<file path="config.mk">
export PLATFORM = sky130hd
export DESIGN_NAME = tileMulTop
export DESIGN_NICKNAME = d
export VERILOG_FILES = /design/src/rtl/tileMulPkg.sv /design/src/rtl/mulTile.sv /design/src/rtl/tileMulCtrl.sv /design/src/rtl/tileMulDatapath.sv /design/src/rtl/tileMulTop.sv
export SDC_FILE = /design/constraint.sdc
export NUM_CORES = 1
export LEC_CHECK = 0
export BUFFER_PORTS_ARGS = -buffer_cell sky130_fd_sc_hd__buf_2
export CAP_MARGIN = 20
export CORE_ASPECT_RATIO = 0.9
export CORE_MARGIN = 3
export CORE_UTILIZATION = 59
export CTS_CLUSTER_SIZE = 14
export DETAILED_ROUTE_END_ITERATION = 10
export PLACE_DENSITY = 0.8
export SYNTH_ARGS = -nofsm -noshare
export SYNTH_HDL_FRONTEND = slang
export SYNTH_SLANG_ARGS = --single-unit
</file>
<file path="constraint.sdc">
create_clock -name clk -period 8.2 [get_ports clk]
set_input_delay 2.05 -clock clk [delete_from_list [all_inputs] [get_ports clk]]
set_output_delay 2.05 -clock clk [all_outputs]
set_load 0.1 [all_outputs]
</file>
<file path="src/rtl/tileMulPkg.sv">
package tileMulPkg;
  localparam int TILE_W  = 18;
  localparam int B_W     = 18;
  localparam int A_W     = 22;
  localparam int LO_W    = A_W - TILE_W;
  localparam int PROD_W  = A_W + B_W;
  localparam int PP_W    = 2 * TILE_W;

  typedef struct packed {
    logic loadStage1;
    logic loadStage2;
  } stageCtl_t;
endpackage

</file>
<file path="src/rtl/mulTile.sv">
module mulTile #(
  parameter int W = 18
) (
  input  logic signed [W-1:0]   tileX,
  input  logic signed [W-1:0]   tileY,
  output logic signed [2*W-1:0] tileP
);
  always_comb tileP = tileX * tileY;
endmodule

</file>
<file path="src/rtl/tileMulCtrl.sv">
module tileMulCtrl
  import tileMulPkg::*;
(
  input  logic      clk,
  input  logic      rst,
  input  logic      inValid,
  output stageCtl_t ctl,
  output logic      outValid
);
  logic v1, v2;

  always_ff @(posedge clk) begin
    if (rst) begin
      v1 <= 1'b0;
      v2 <= 1'b0;
    end else begin
      v1 <= inValid;
      v2 <= v1;
    end
  end

  always_comb begin
    ctl.loadStage1 = inValid;
    ctl.loadStage2 = v1;
  end
  assign outValid = v2;

  assert_reset_clear_R1: assert property (@(posedge clk)
    $past(rst) |-> !outValid);
  assert_valid_delay_R2: assert property (@(posedge clk) disable iff (rst)
    ($past(inValid, 2) && !$past(rst, 1) && !$past(rst, 2)) |-> outValid);
  assert_no_spurious_R2: assert property (@(posedge clk) disable iff (rst)
    $rose(outValid) |-> $past(v1));
endmodule

</file>
<file path="src/rtl/tileMulDatapath.sv">
module tileMulDatapath
  import tileMulPkg::*;
(
  input  logic                     clk,
  input  stageCtl_t                ctl,
  input  logic signed [B_W-1:0]    opB,
  input  logic signed [A_W-1:0]    opA,
  output logic signed [PROD_W-1:0] outProd
);
  logic signed [TILE_W-1:0] hiSlice;
  logic        [LO_W-1:0]   loSlice;
  logic signed [TILE_W-1:0] loTileIn;
  logic signed [PP_W-1:0]   ppHi, ppLo;
  logic signed [PP_W-1:0]   ppHiQ, ppLoQ;
  logic                     bNegQ;
  logic signed [PROD_W-1:0] hiExt, loExt, sumW;

  always_comb begin
    hiSlice  = opA[A_W-1:LO_W];
    loSlice  = opA[LO_W-1:0];
    loTileIn = {{(TILE_W-LO_W){1'b0}}, loSlice};
  end

  mulTile #(.W(TILE_W)) uHi (.tileX(hiSlice),  .tileY(opB), .tileP(ppHi));
  mulTile #(.W(TILE_W)) uLo (.tileX(loTileIn), .tileY(opB), .tileP(ppLo));

  always_ff @(posedge clk) begin
    if (ctl.loadStage1) begin
      ppHiQ <= ppHi;
      ppLoQ <= ppLo;
      bNegQ <= opB[B_W-1];
    end
  end

  always_comb begin
    hiExt = PROD_W'(ppHiQ) <<< LO_W;
    loExt = {{(PROD_W-PP_W){ppLoQ[PP_W-1]}}, ppLoQ};
    sumW  = hiExt + loExt;
  end

  always_ff @(posedge clk) begin
    if (ctl.loadStage2) outProd <= sumW;
  end

  assert_lo_sign_R5: assert property (@(posedge clk)
    ctl.loadStage2 |-> (!bNegQ || ppLoQ[PP_W-1] || ppLoQ == '0));
endmodule

</file>
<file path="src/rtl/tileMulTop.sv">
module tileMulTop
  import tileMulPkg::*;
(
  input  logic              clk,
  input  logic              rst,
  input  logic              inValid,
  input  logic [B_W-1:0]    opB,
  input  logic [A_W-1:0]    opA,
  output logic              outValid,
  output logic [PROD_W-1:0] outProd
);
  stageCtl_t ctl;
  tileMulCtrl u_ctrl (.clk(clk), .rst(rst), .inValid(inValid), .ctl(ctl), .outValid(outValid));
  tileMulDatapath u_dp (.clk(clk), .ctl(ctl), .opB(opB), .opA(opA), .outProd(outProd));
endmodule

</file>
==> summary.txt <==
STA
  – Sum Neg Setup Slack: 0 ns
  – Setup repair after global routing missed its margin: false
  – Final Critical Period: 7.73 ns
  – Peak Freq: 129 MHz
  – Number of slew-limit violations in the final report: 0
  – Setup Viol. Count Final: 0
  – Count of final hold-check violations: 0
  – Worst-Margin Slew: 0.958 ns
  – Final worst path period share: 94.2%
  – Slew HR: 36.1%
  – Final Worst Setup Slack: 0.474 ns
  – Fin Clk Skew: 0.00542 ns

Drt
  – Drt via density: 5.49
  – Via count: 13847
  – Antenna-violating nets left: 0
  – Total routed wirelength: 42.5 mm
  – Number of remaining DRC errors: 0
  – Routed wire per std cell: 16.9 um
  – First-iteration detailed-routing DRC count: 962
  – First drt pass iteration count: 6

Worst setup path
  – Data arrival time of the worst path: 7.82 ns
  – Crit. End Element: flop
  – Crit Path Category: input port to flop
  – Max FO, Critical Path: 13
  – Worst flop-to-flop path startpoint: u_dp.ppLoQ[22]
  – R2R Setup Slk: 4.79 ns
  – Required time of the critical path: 8.29 ns
  – Depth of the worst register-to-register path: 9
  – Endpoint of the worst register-to-register path: u_dp.outProd[39]
  – Kind of start point of the critical path: input port

Floorplanning
  – Row count: 62
  – Die extent in y: 179 um
  – # IOs: 84
  – Effective utilization at floorplan: 60.6%
  – Width of the die: 198 um
  – Core area: 32300 um2
  – Die footprint: 35400 um2

Outcome
  – Result of the run: complete, no violations

Synth
  – Synth area leaders: fa_1, edfxtp_1, ha_1, inv_1, and2_1
  – Portion of the post-synthesis area used by sequential elements: 15.4%
  – Most common flop cell mapped by yosys: edfxtp_1
  – Portion of synthesized cell area occupied by the leading cell type: 37.5%
  – Number of warnings issued by yosys: 0
  – Post-synth EDFFs: 99
  – Nets in the synthesized netlist: 2621
  – Number of library cell types mapped by synthesis: 60
  – Gate count after technology mapping: 2039
  – Flop and latch count out of synthesis: 101
  – Synth async-reset ratio: 0%
  – Cell type contributing the most total cell area after synthesis: fa_1
  – Post-synthesis cell area: 19600 um2
  – Avg Synthesized Cell Area: 9.61 um2

Global route
  – Via count of the first global-routing pass: 14818
  – Antenna violations before repair: 0
  – Total global routing overflow: 0
  – Global-route wire length before repair: 72.2 mm
  – Overall fraction of global-route tracks in use: 25.4%
  – Largest net degree at the start of global routing: 61

CTS
  – CTS-repair resized insts: 0
  – Post-CTS Hold Fix Bufs: 0
  – Clock-pin slew on the worst setup and hold paths: 0.07 ns
  – Sink Count: 101
  – Number of buffers between clock root and the deepest sink: 2
  – TritonCTS clock tree: done
  – Cell at the root of the clock tree: clkbuf_16
  – Clock latency reported for the late side of the worst-skew pair: 0.34 ns
  – H-tree depth: 3
  – Post-CTS setup-driven buffer insertion count: 0
  – CTS buffer count: 9

Finish
  – Net count of the finished layout: 2681
  – Register area: 3010 um2
  – Number of inserted diodes: 0
  – Footprint of the multi-input gates: 14600 um2
  – Filler Cell Count: 2593
  – Most common cell after layout, fill and taps aside: inv_1
  – Commonest non-fill, non-tap cells in the layout: inv_1, fa_1, and2_1
  – Fraction of layout instances using a drive strength above 1: 6.84%
  – Layout-stage area growth over the synthesis result: 6.15%
  – Final Cell Area: 20800 um2

Run
  – Number of max-capacitance violations reported: 0

Worst hold path
  – Cell count of the worst hold path: 0
  – Worst min-delay path category: flop to flop
  – Hold Crit Start: u_dp.ppLoQ[0]
  – Worst Hold End: u_dp.outProd[0]

Place
  – Placed Area: 20500 um2
  – Worst slack after detailed placement: 0.122 ns
  – Last weighted congestion value of the routability-driven placer: 0.873
  – Count of input and output buffers: 83
  – Half-perimeter wire length after detailed placement: 36.2 mm
## cell type report
cell class	count	share of cell area, %
Clock buffer	9	1.08
Clock inverter	7	0.313
Inverter	457	8.25
Multi-Input combinational cell	1419	70.4
Sequential cell	101	14.5
Tap cell	416	2.50
Timing Repair Buffer	111	3.01
## registers in the layout, summed over array words and instances, names as in the netlist
| register | cells |
|---|---|
| u_dp.ppHiQ | 36 |
| u_dp.ppLoQ | 23 |
| u_ctrl.v1 | 1 |
| u_ctrl.outValid | 1 |
| u_dp.outProd | 40 |
## critical path: stages
cell       delay [ns]
buf_2            0.19
buf_4            0.21
and2_1           0.18
fa_1             0.53
inv_1            0.05
fa_1             0.38
fa_1             0.44
fa_1             0.49
inv_1            0.06
fa_1             0.53
inv_1            0.05
fa_1             0.47
inv_1            0.04
ha_1             0.28
and3_2           0.24
nand2_1          0.08
or4b_4           0.54
a21oi_4          0.20
o2111ai_2        0.17
a31oi_2          0.23
nor4_1           0.08
a311o_1          0.32
## how the worst max path moves through the flow
stage,start,endpoint,slack [ns],depth (start not counted)
final,opB[6],u_dp.ppHiQ[32],0.47,22
after global routing,opB[3],u_dp.ppHiQ[34],0.13,22
after CTS,opB[6],u_dp.ppHiQ[32],0.51,22
after detailed placement,opB[6],u_dp.ppHiQ[32],0.12,22
after global placement,opB[6],u_dp.ppHiQ[32],0.26,22
after floorplan,opA[21],u_dp.ppHiQ[35],0.29,24
## metal layers
layer | wire length [um] | part of all wire [%] | GRT usage [%] | vias up
met5 | 0 | 0 | 0 | -
met4 | 473 | 1.1 | 5.04 | 0
met3 | 2840 | 6.7 | 3.80 | 50
met2 | 20600 | 48 | 43.6 | 436
met1 | 18600 | 44 | 34.8 | 6946
li1 | - | - | - | 6415
## synth_stat cells (3+ instances only)
cell         n
nor2b_1     12
nor4_1       5
nor3b_1      5
or2_2        3
o2111ai_1    4
xnor2_1     61
o21ai_1     13
edfxtp_1    99
and3_1      13
nor2_1      56
a2111o_1     3
a21oi_1     65
fa_1       367
o311ai_1     4
nand4_1      5
o21a_1       8
or3_1        7
a2111oi_0    3
o31ai_1      5
o21ai_0     22
nand2_1    208
a311o_1      3
nor3_1      24
a21boi_1     3
nand3b_1     4
o211ai_1     6
a31o_2       3
clkbuf_1    62
xor2_1      23
inv_1      457
o21bai_1    10
a21o_1      23
a31oi_1     11
nand3_1     12
and2_1     210
nand2b_1    15
ha_1       172
a211oi_1     9
## cells by family after synthesis
| logic type | Yosys count | share of synthesized area, % |
|---|---|---|
| multiplexers | 1 | 0.0511 |
| AND/OR/NAND/NOR | 585 | 15.2 |
| XOR/XNOR | 84 | 3.75 |
| AO/OA/AOI/OAI | 210 | 7.16 |
| buffers and inverters | 519 | 9.94 |
| flip-flops | 101 | 15.4 |
| adder cells (fa/ha/maj) | 539 | 48.5 |
## per-stage QoR
step | util (%) | hold slack, ns | cells
2_1_floorplan | - | 0.400 | 2039
3_3_place_gp | 63.4 | 0.406 | 2504
3_5_place_dp | 63.4 | 0.417 | 2504
4_1_cts | 64.3 | 0.435 | 2520
5_1_grt | 64.3 | 0.455 | 2520
6_report | 64.3 | 0.441 | 2520
Power is left out: the tool's default activity adds up to more than one toggle a clock period on the data nets, which glitch-free logic cannot reach.
